**src/rtl/dwf_pkg.sv**
```systemverilog
package dwf_pkg;

  localparam int unsigned MAX_LANES = 64;

  // number of active lanes in a (zero-extended) mask
  function automatic int unsigned lane_count(input logic [MAX_LANES-1:0] m);
    int unsigned n;
    n = 0;
    for (int k = 0; k < MAX_LANES; k++) n += int'(m[k]);
    return n;
  endfunction

  // true when no lane is claimed by both masks
  function automatic logic lanes_disjoint(input logic [MAX_LANES-1:0] a,
                                          input logic [MAX_LANES-1:0] b);
    return (a & b) == '0;
  endfunction

endpackage

```
**src/rtl/dwf_match.sv**
```systemverilog
module dwf_match #(
  parameter int ENTRIES = 8,
  parameter int LANES   = 8,
  parameter int PC_W    = 16
) (
  input  logic [ENTRIES-1:0]         valid_i,
  input  logic [ENTRIES*PC_W-1:0]    pc_i,
  input  logic [ENTRIES*LANES-1:0]   mask_i,
  input  logic [PC_W-1:0]            in_pc,
  input  logic [LANES-1:0]           in_mask,
  input  logic                       block_en,
  input  logic [$clog2(ENTRIES)-1:0] block_idx,
  output logic                       merge_hit,
  output logic [$clog2(ENTRIES)-1:0] merge_idx,
  output logic                       free_hit,
  output logic [$clog2(ENTRIES)-1:0] free_idx
);
  import dwf_pkg::*;
  localparam int IDX_W = $clog2(ENTRIES);

  logic [ENTRIES-1:0] cand;

  for (genvar i = 0; i < ENTRIES; i++) begin : g_cand
    always_comb begin
      logic [MAX_LANES-1:0] a, b;
      a = '0;
      b = '0;
      a[LANES-1:0] = mask_i[i*LANES +: LANES];
      b[LANES-1:0] = in_mask;
      cand[i] = valid_i[i]
              && (pc_i[i*PC_W +: PC_W] == in_pc)
              && lanes_disjoint(a, b)
              && !(block_en && (block_idx == IDX_W'(i)));
    end
  end

  // scan downwards so the lowest index is the last one written
  always_comb begin
    merge_hit = 1'b0;
    merge_idx = '0;
    free_hit  = 1'b0;
    free_idx  = '0;
    for (int i = ENTRIES - 1; i >= 0; i--) begin
      if (cand[i]) begin
        merge_hit = 1'b1;
        merge_idx = IDX_W'(i);
      end
      if (!valid_i[i]) begin
        free_hit = 1'b1;
        free_idx = IDX_W'(i);
      end
    end
  end

endmodule

```
**src/rtl/dwf_pick.sv**
```systemverilog
module dwf_pick #(
  parameter int ENTRIES = 8,
  parameter int LANES   = 8
) (
  input  logic [ENTRIES-1:0]         valid_i,
  input  logic [ENTRIES*LANES-1:0]   mask_i,
  output logic                       sel_valid,
  output logic [$clog2(ENTRIES)-1:0] sel_idx
);
  import dwf_pkg::*;
  localparam int IDX_W = $clog2(ENTRIES);
  localparam int CNT_W = $clog2(LANES + 1);

  logic [CNT_W-1:0] cnt [ENTRIES];

  for (genvar i = 0; i < ENTRIES; i++) begin : g_cnt
    always_comb begin
      logic [MAX_LANES-1:0] m;
      m = '0;
      m[LANES-1:0] = mask_i[i*LANES +: LANES];
      cnt[i] = CNT_W'(lane_count(m));
    end
  end

  // strict greater-than keeps the lowest index on a tie
  always_comb begin
    logic [CNT_W-1:0] best;
    best      = '0;
    sel_valid = 1'b0;
    sel_idx   = '0;
    for (int i = 0; i < ENTRIES; i++) begin
      if (valid_i[i] && (!sel_valid || cnt[i] > best)) begin
        sel_valid = 1'b1;
        sel_idx   = IDX_W'(i);
        best      = cnt[i];
      end
    end
  end

endmodule

```
**src/rtl/warp_merge_pool.sv**
```systemverilog
module warp_merge_pool #(
  parameter int ENTRIES = 8,
  parameter int LANES   = 8,
  parameter int PC_W    = 16,
  parameter int TID_W   = 8
) (
  input  logic                   clk,
  input  logic                   rst_n,
  input  logic                   in_valid,
  output logic                   in_ready,
  input  logic [PC_W-1:0]        in_pc,
  input  logic [LANES-1:0]       in_mask,
  input  logic [LANES*TID_W-1:0] in_tids,
  output logic                   out_valid,
  input  logic                   out_ready,
  output logic [PC_W-1:0]        out_pc,
  output logic [LANES-1:0]       out_mask,
  output logic [LANES*TID_W-1:0] out_tids
);
  localparam int IDX_W  = $clog2(ENTRIES);
  localparam int TIDS_W = LANES * TID_W;

  // per-lane select: lanes set in sel take the new id, the rest keep old
  function automatic logic [TIDS_W-1:0] lane_merge(input logic [TIDS_W-1:0] old_ids,
                                                   input logic [TIDS_W-1:0] new_ids,
                                                   input logic [LANES-1:0]  sel);
    logic [TIDS_W-1:0] r;
    r = old_ids;
    for (int k = 0; k < LANES; k++)
      if (sel[k]) r[k*TID_W +: TID_W] = new_ids[k*TID_W +: TID_W];
    return r;
  endfunction

  logic [ENTRIES-1:0] valid_q;
  logic [PC_W-1:0]    pc_q   [ENTRIES];
  logic [LANES-1:0]   mask_q [ENTRIES];
  logic [TIDS_W-1:0]  tid_q  [ENTRIES];

  logic [ENTRIES*PC_W-1:0]  pc_flat;
  logic [ENTRIES*LANES-1:0] mask_flat;

  for (genvar i = 0; i < ENTRIES; i++) begin : g_flat
    assign pc_flat[i*PC_W +: PC_W]    = pc_q[i];
    assign mask_flat[i*LANES +: LANES] = mask_q[i];
  end

  // named internal events
  logic             issue_fire;
  logic             insert_fire;
  logic             in_empty;
  logic             merge_hit;
  logic             free_hit;
  logic             do_merge;
  logic             do_alloc;
  logic [IDX_W-1:0] merge_idx;
  logic [IDX_W-1:0] free_idx;
  logic [IDX_W-1:0] iss_idx;

  dwf_pick #(
    .ENTRIES(ENTRIES),
    .LANES  (LANES)
  ) u_pick (
    .valid_i  (valid_q),
    .mask_i   (mask_flat),
    .sel_valid(out_valid),
    .sel_idx  (iss_idx)
  );

  assign issue_fire = out_valid && out_ready;

  dwf_match #(
    .ENTRIES(ENTRIES),
    .LANES  (LANES),
    .PC_W   (PC_W)
  ) u_match (
    .valid_i  (valid_q),
    .pc_i     (pc_flat),
    .mask_i   (mask_flat),
    .in_pc    (in_pc),
    .in_mask  (in_mask),
    .block_en (issue_fire),
    .block_idx(iss_idx),
    .merge_hit(merge_hit),
    .merge_idx(merge_idx),
    .free_hit (free_hit),
    .free_idx (free_idx)
  );

  assign in_empty    = (in_mask == '0);
  assign in_ready    = in_empty || merge_hit || free_hit;
  assign insert_fire = in_valid && in_ready;
  assign do_merge    = insert_fire && !in_empty && merge_hit;
  assign do_alloc    = insert_fire && !in_empty && !merge_hit;

  always_ff @(posedge clk or negedge rst_n) begin
    if (!rst_n) begin
      valid_q <= '0;
      for (int i = 0; i < ENTRIES; i++) begin
        pc_q[i]   <= '0;
        mask_q[i] <= '0;
        tid_q[i]  <= '0;
      end
    end else begin
      for (int i = 0; i < ENTRIES; i++) begin
        if (issue_fire && iss_idx == IDX_W'(i)) begin
          valid_q[i] <= 1'b0;
        end else if (do_alloc && free_idx == IDX_W'(i)) begin
          valid_q[i] <= 1'b1;
          pc_q[i]    <= in_pc;
          mask_q[i]  <= in_mask;
          tid_q[i]   <= lane_merge('0, in_tids, in_mask);
        end else if (do_merge && merge_idx == IDX_W'(i)) begin
          mask_q[i]  <= mask_q[i] | in_mask;
          tid_q[i]   <= lane_merge(tid_q[i], in_tids, in_mask);
        end
      end
    end
  end

  assign out_pc   = pc_q[iss_idx];
  assign out_mask = mask_q[iss_idx];
  assign out_tids = tid_q[iss_idx];

endmodule

```
**config.mk**
```make
export PLATFORM = sky130hd
export DESIGN_NAME = warp_merge_pool
export DESIGN_NICKNAME = d
export VERILOG_FILES = /design/src/rtl/dwf_pkg.sv /design/src/rtl/dwf_match.sv /design/src/rtl/dwf_pick.sv /design/src/rtl/warp_merge_pool.sv
export SDC_FILE = /design/constraint.sdc
export NUM_CORES = 2
export LEC_CHECK = 0
export ABC_AREA = 0
export BUFFER_PORTS_ARGS = -buffer_cell sky130_fd_sc_hd__buf_2
export CELL_PAD_IN_SITES_DETAIL_PLACEMENT = 0
export CELL_PAD_IN_SITES_GLOBAL_PLACEMENT = 1
export CORE_MARGIN = 10
export CORE_UTILIZATION = 45
export CTS_CLUSTER_DIAMETER = 60
export DETAILED_ROUTE_END_ITERATION = 16
export PLACE_DENSITY_LB_ADDON = 0.1
export RECOVER_POWER = 50
export SLEW_MARGIN = 30
export SYNTH_ARGS = -nofsm -noshare
export SYNTH_HDL_FRONTEND = slang
export SYNTH_HIERARCHICAL = 1
export SYNTH_SLANG_ARGS = --single-unit
```
**constraint.sdc**
```tcl
create_clock -name clk -period 19.65 [get_ports clk]
set_input_delay 1.965 -clock clk [delete_from_list [all_inputs] [get_ports clk]]
set_output_delay 1.965 -clock clk [all_outputs]
set_load 0.01 [all_outputs]
```
Word-level counts from Yosys, hierarchy flattened
Index checks and enable logic that the tools add are counted.
Cells by class
  add/subtract/negate cells: 56
  $lt $le $gt $ge: 8
  equal/unequal tests: 29
  multiplexer cells: 127
  bitwise logic cells: 25
  reduce and logical (&&, ||, !) cells: 258
Operator list (number)
  2-to-1 mux 64 bit: 18
  logical NOT 64 bit: 8
  2-to-1 mux 8 bit: 34
  adder 4 x 1 -> 4 bit: 48
  binary-select mux 64 bit (select 3 bit): 1
  AND reduction 3 bit: 64
  nonzero test 2 bit: 80
  equality test 16 bit: 8
  bitwise AND 8 bit: 8
  OR 8 bit: 8
  logical AND 1 bit: 60
  2-to-1 mux 3 bit: 20
  binary-select mux 16 bit (select 3 bit): 1
  2-to-1 mux 1 bit: 41
  equality test 3 bit (second input constant): 12
  2-to-1 mux 16 bit: 2
  AND reduction 2 bit: 16
  greater-than comparator 4 bit: 7
  2-to-1 mux 4 bit: 7
  binary-select mux 8 bit (select 3 bit): 1
  equality test 3 x 2 -> 1 bit (second input constant): 6
  logical NOT 1 bit: 17
  adder 1 x 1 -> 2 bit: 8
  equality test 3 x 1 -> 1 bit (second input constant): 3
  7 further kinds: 25
Word-level totals
  bits in registers: 712
  output and inout port bits: 90
  logic and storage cells: 591

Longest topological paths before layout
  depth in word-level cells: 56
  mapped depth: 75
  depth with buffers taken out: 68

Hierarchy
Netlist, hierarchy kept.
By module, submodules not included
  warp_merge_pool: times used 1, cells each 2445, area an instance 33215.6 µm², sequential area each 17817.1 µm²
  dwf_pick: times used 1, cells each 317, area an instance 2546.2 µm², sequential area each 0.0 µm²
  dwf_match: times used 1, cells each 291, area an instance 2150.8 µm², sequential area each 0.0 µm²

Worst setup path after synthesis
No wires, ideal clock.
  path type: reg-to-output
  from: register mask_q (netlist bit mask_flat[0])
  to: output port out_tids[20]
  arrival: 13.082 ns
  data required time: 17.685 ns
  path slack: 4.603 ns
  cell stages (with the launch flop): 60
  cell sequence: dfrtp_1 > inv_1 > fa_1 > fa_1 > fa_1 > inv_1 > ha_1 > fa_1 > xor2_1 > nand2_1 > ha_1 > a211oi_1 > a21o_2 > or2b_1 > a21boi_0 > ha_1 > a211o_1 > o21ai_1 > (+24 left out) > nor2b_1 > o211ai_1 > a21oi_1 > o21ai_0 > and3_1 > a221oi_1 > ha_1 > nor2b_1 > o21ai_0 > nand2b_1 > a21oi_1 > o21bai_1 > o2bb2ai_1 > buf_2 > buf_2 > buf_1 > mux4_2 > mux2_2
Between the ends
  cells in the longest elaborated chain, start to end: 40
RTL lines
  start, declared: line warp_merge_pool.sv:36  | logic [LANES-1:0] mask_q [ENTRIES];
  start signal, assigned by index: line warp_merge_pool.sv:110  | mask_q[i] <= in_mask;
  start signal, assigned by index: line warp_merge_pool.sv:113  | mask_q[i] <= mask_q[i] | in_mask;
  adder 1 x 1 -> 2 bit (*): line dwf_pkg.sv:9  | for (int k = 0; k < MAX_LANES; k++) n += int'(m[k]);
  adder 4 x 1 -> 4 bit (*) (6 in series): line dwf_pkg.sv:9
  2-to-1 mux 4 bit (*): line dwf_pick.sv:32  | if (valid_i[i] && (!sel_valid || cnt[i] > best)) begin
  greater-than comparator 4 bit: line dwf_pick.sv:32
  logical OR 1 bit: line dwf_pick.sv:32
  logical AND 1 bit: line dwf_pick.sv:32
  2-to-1 mux 4 bit / 2-to-1 mux 1 bit (equally long branches): line dwf_pick.sv:32
  greater-than comparator 4 bit / logical NOT 1 bit (equally long branches): line dwf_pick.sv:32
  (+19 left out)
  greater-than comparator 4 bit / logical NOT 1 bit (equally long branches): line dwf_pick.sv:32
  logical OR 1 bit: line dwf_pick.sv:32
  logical AND 1 bit: line dwf_pick.sv:32
  2-to-1 mux 3 bit (*): line dwf_pick.sv:32
  net iss_idx[0]: line warp_merge_pool.sv:57  | logic [IDX_W-1:0] iss_idx;
  NOT 3 -> 4 bit (not written as such) (*): line warp_merge_pool.sv:122  | assign out_tids = tid_q[iss_idx];
  binary-select mux 64 bit (select 3 bit) (*): line warp_merge_pool.sv:122
  2-to-1 mux 64 bit (not written as such) (*) (2 in series): line warp_merge_pool.sv:122
  end, declared: line warp_merge_pool.sv:18  | output logic [LANES*TID_W-1:0] out_tids
Mark *: on every way through the listed nets, which the timed path passes. The rest lies on a longest branch. The select of a mux whose other input is x is not followed.

Worst setup path after layout
  from: register mask_q (netlist bit mask_flat[0])
  to: output port in_ready
Between the ends
  cells in the longest elaborated chain, start to end: 50
RTL lines
  adder 1 x 1 -> 2 bit (*): line dwf_pkg.sv:9
  adder 4 x 1 -> 4 bit (*) (6 in series): line dwf_pkg.sv:9
  2-to-1 mux 4 bit (*): line dwf_pick.sv:32
  greater-than comparator 4 bit: line dwf_pick.sv:32
  logical OR 1 bit: line dwf_pick.sv:32
  logical AND 1 bit: line dwf_pick.sv:32
  2-to-1 mux 4 bit / 2-to-1 mux 1 bit (equally long branches): line dwf_pick.sv:32
  greater-than comparator 4 bit / logical NOT 1 bit (equally long branches): line dwf_pick.sv:32
  (+23 left out)
  net iss_idx[2]: line warp_merge_pool.sv:57
  equality test 3 bit: line dwf_match.sv:33  | && !(block_en && (block_idx == IDX_W'(i)));
  logical AND 1 bit: line dwf_match.sv:33
  logical NOT 1 bit: line dwf_match.sv:33
  logical AND 1 bit: line dwf_match.sv:33
  2-to-1 mux 1 bit (7 in series): line dwf_match.sv:44  | if (cand[i]) begin
  2-to-1 mux 1 bit (*): line dwf_match.sv:44
  net merge_hit: line warp_merge_pool.sv:51  | logic merge_hit;
  logical OR 1 bit (*) (2 in series): line warp_merge_pool.sv:90  | assign in_ready = in_empty || merge_hit || free_hit;
  end, declared: line warp_merge_pool.sv:10  | output logic in_ready,
Mark *: on every way through the listed nets, which the timed path passes. The rest lies on a longest branch.

==> out/qor.csv <==
stage,metric,value,unit
global_route,largest net degree at the start of global routing,161,
sta,RSZ-0062 raised after global routing,no,
global_route,vias in the first global route,30600,
floorplanning,Rows,106,
yosys,Synth warnings,6,
route,DRC viols,0,
clock_tree,CTS max path bufs,3,
yosys,Yosys cell types,92,
sta,Max-slew headroom,-280,%
route,Max Used Layer,met4,
route,Via Count,29400,
layout,register area,17800,um^2
yosys,"EDFF count, synth",0,
route,WL met1,56300,um
floorplanning,Starting Density,45.4,%
clock_tree,TritonCTS Sinks,712,
worst_setup_path,Worst Setup Path Type,flop to output port,
sta,Fmax,0.0544,GHz
placement,quantity of I/O buffers inserted on ports,181,
route,Wirelength per Cell,31.2,um
yosys,prevailing post-synth register cell,dfrtp_1,
route,met2 WL,63000,um
sta,Final Hold Fails,0,
worst_setup_path,crit start category,flop,
worst_setup_path,"Top cell by count, worst path",ha_1,
layout,multi-input logic area,18500,um^2
yosys,syn_nets,3229,
global_route,GRT Total Usage,27.5,%
layout,Fill cells,7329,
clock_tree,Max H-tree Level,3,
sta,endpoints failing setup,0,
sta,period utilization,93.6,%
status,failing checks,"capacitance limit, slew limit",
layout,layout cells sized above 1,26.6,%
layout,Syn-to-layout area delta,11.8,%
route,antenna-violating nets left,0,
worst_setup_path,Critical Path Sink Type,output port,
placement,hpwl dp,85300,um
floorplanning,I/O pin count,182,
run,number of max-cap violations,12,
route,drt via density,6.89,
min_path,worst hold start,tid_q[363],
clock_tree,CTS tree,built,
min_path,WHS Endpoint,tid_q[363],
layout,Nets,3295,
route,DRT iter0 DRCs,2699,
yosys,Seq cells post-synth,712,
layout,Antenna diodes,0,
floorplanning,core area,83600,um^2
route,DRT Pass-1 Iters,6,
worst_setup_path,Worst EP arrival,16.43,ns
clock_tree,insertion delay to the later sink of the worst-skew pair,0.66,ns
global_route,first-pass GRT wire length,202000,um
floorplanning,Die H,310,um
floorplanning,die width,310,um
yosys,Mapped Avg Cell Area,12.4,um^2
sta,final setup skew,0.0315,ns
yosys,"Seq/Total Area, Yosys",47.0,%
clock_tree,CTS buffer count,85,
placement,routability congestion estimate,0.898,
global_route,GRT overflow,0,
min_path,Hold Path Class,flop to flop,
sta,TNS Setup,0,ns
worst_setup_path,Worst path slowest cell,fa_1,
route,met3 WL,9370,um
worst_setup_path,CP Max Fanout,45,
yosys,"FFs w/ async S/R, synth",100,%
worst_setup_path,R2R depth,67,
global_route,initial antenna violation count,1,
min_path,Worst Hold Depth,1,
worst_setup_path,CP max stage delay,0.56,ns
clock_tree,hold buffers post-CTS,0,
yosys,Syn Inst Count,3053,
sta,Slew @ Worst Pin,5.70,ns
clock_tree,Root Driver,clkbuf_16,
sta,"Slew Viols, Final",851,
worst_setup_path,worst reg2reg path endpoint,tid_q[13],
worst_setup_path,reg2reg setup slack,1.41,ns
floorplanning,Die ar.,96300,um^2
status,status,"complete, but fails checks",
layout,"Core Util, Final",50.7,%
clock_tree,clk slew on worst S/H paths,0.06,ns
route,drt total wl,133000,um
worst_setup_path,CP required,17.68,ns
worst_setup_path,FF-to-FF Start,mask_flat[0],
sta,Final Critical Period,18.40,ns
clock_tree,CTS resizes,0,
yosys,Post-Syn Area,37900,um^2
clock_tree,# Post-CTS Setup Buffers,0,
==> flip-flops by register name (all words and copies together), names as in the netlist <==
name,cells
tid_q,512
pc_flat,128
mask_flat,64
valid_q,8
==> how the worst max path moves through the flow <==
stage | startpoint | to | slack [ns] | depth (start not counted)
floorplan | mask_flat[0] | out_tids[20] | 4.60 | 59
global placement | mask_flat[0] | tid_q[8] | 2.16 | 66
detailed placement | mask_flat[0] | tid_q[12] | 1.48 | 67
CTS | mask_flat[0] | out_mask[3] | 1.28 | 60
global route | mask_flat[0] | in_ready | 0.18 | 62
finish | mask_flat[0] | in_ready | 1.25 | 62
==> synthesized netlist by cell type, types with 27 or more instances <==
cell | n | share of area (%)
a211oi_2 | 32 | 1.1
a21oi_1 | 28 | 0.37
a22o_1 | 42 | 0.97
a32o_1 | 50 | 1.3
buf_1 | 27 | 0.27
buf_2 | 106 | 1.4
clkbuf_1 | 104 | 1.0
dfrtp_1 | 712 | 47
fa_1 | 32 | 1.7
ha_1 | 52 | 1.7
inv_1 | 96 | 0.95
mux2_2 | 194 | 5.8
mux4_2 | 176 | 10
nand2_1 | 109 | 1.1
nand4_1 | 29 | 0.48
nor2_1 | 29 | 0.29
o21ai_0 | 268 | 3.5
o22ai_1 | 261 | 4.3
o2bb2ai_1 | 218 | 5.0
xnor2_1 | 79 | 1.8
xor2_1 | 49 | 1.1
==> routing by layer <==
layer  vias to the layer above  track usage, %
li1                      12100               -
met1                     15600            38.1
met2                      1393            43.6
met3                       282            4.28
met4                         0            9.87
met5                         -               0
==> placed cells by master (no fill, tap or decap), types with 14 or more instances in the layout <==
cell type and count:
clkbuf_1 29, buf_2 179, ha_1 52, clkbuf_16 86
a41oi_1 17, a211oi_1 26, xor2_1 49, xnor2_1 79
a31oi_1 20, mux2_1 23, inv_1 96, a22o_1 42
mux2_2 194, a22oi_2 17, clkbuf_8 14, mux4_2 176
dfrtp_1 712, o2bb2ai_1 217, o21ai_0 268, a21oi_1 26
o22ai_1 259, nor4_1 15, a32o_1 50, nand2_1 108
nand4_1 29, buf_4 39, a211oi_2 31, nor2_1 25
fa_1 32
==> critical path, delay by kind of cell (launching register included) <==
family                   cells  cell delay [ns]
XOR/XNOR                     1             0.14
buffers and inverters        5             0.60
adder cells (fa/ha/maj)     12             4.21
AO/OA/AOI/OAI               25             6.04
multiplexers                 1             0.42
flip-flops                   1             0.38
AND/OR/NAND/NOR             18             3.96
==> per-stage QoR <==
| step | instance area [um^2] | worst slack (ns) | hold slack [ns] | cells |
|---|---|---|---|---|
| 5_1_grt | 42400 | 0.176 | 0.488 | 4263 |
| 3_3_place_gp | 39500 | 2.16 | 0.465 | 4105 |
| 2_1_floorplan | 37900 | 4.60 | 0.451 | 3053 |
| 4_1_cts | 42500 | 1.28 | 0.485 | 4259 |
| 3_5_place_dp | 39600 | 1.48 | 0.468 | 4108 |
| 6_report | 42400 | 1.25 | 0.482 | 4263 |
==> final cells by class <==
class / count / area share [%]
sequential: 712 / 42.0
timing repair buffer: 242 / 3.31
clock inverter: 36 / 1.11
tap: 1080 / 3.19
clock buffer: 115 / 5.66
inverter: 108 / 0.956
multi-input combinational: 1970 / 43.7
==> kinds of logic (layout without fill, tap and decap cells) <==
kind of cell	after synthesis	after routing	synth area share (%)
fa+ha+maj	84	84	3.41
mux	399	399	17.1
buf+inv	371	501	4.31
xor+xnor	128	128	2.96
compound gates	1095	1095	21.5
flops	712	712	47.0
simple gates	264	264	3.70
Power is not shown: default switching activity piles up to over one toggle a cycle in this logic, so the estimate is an artifact.
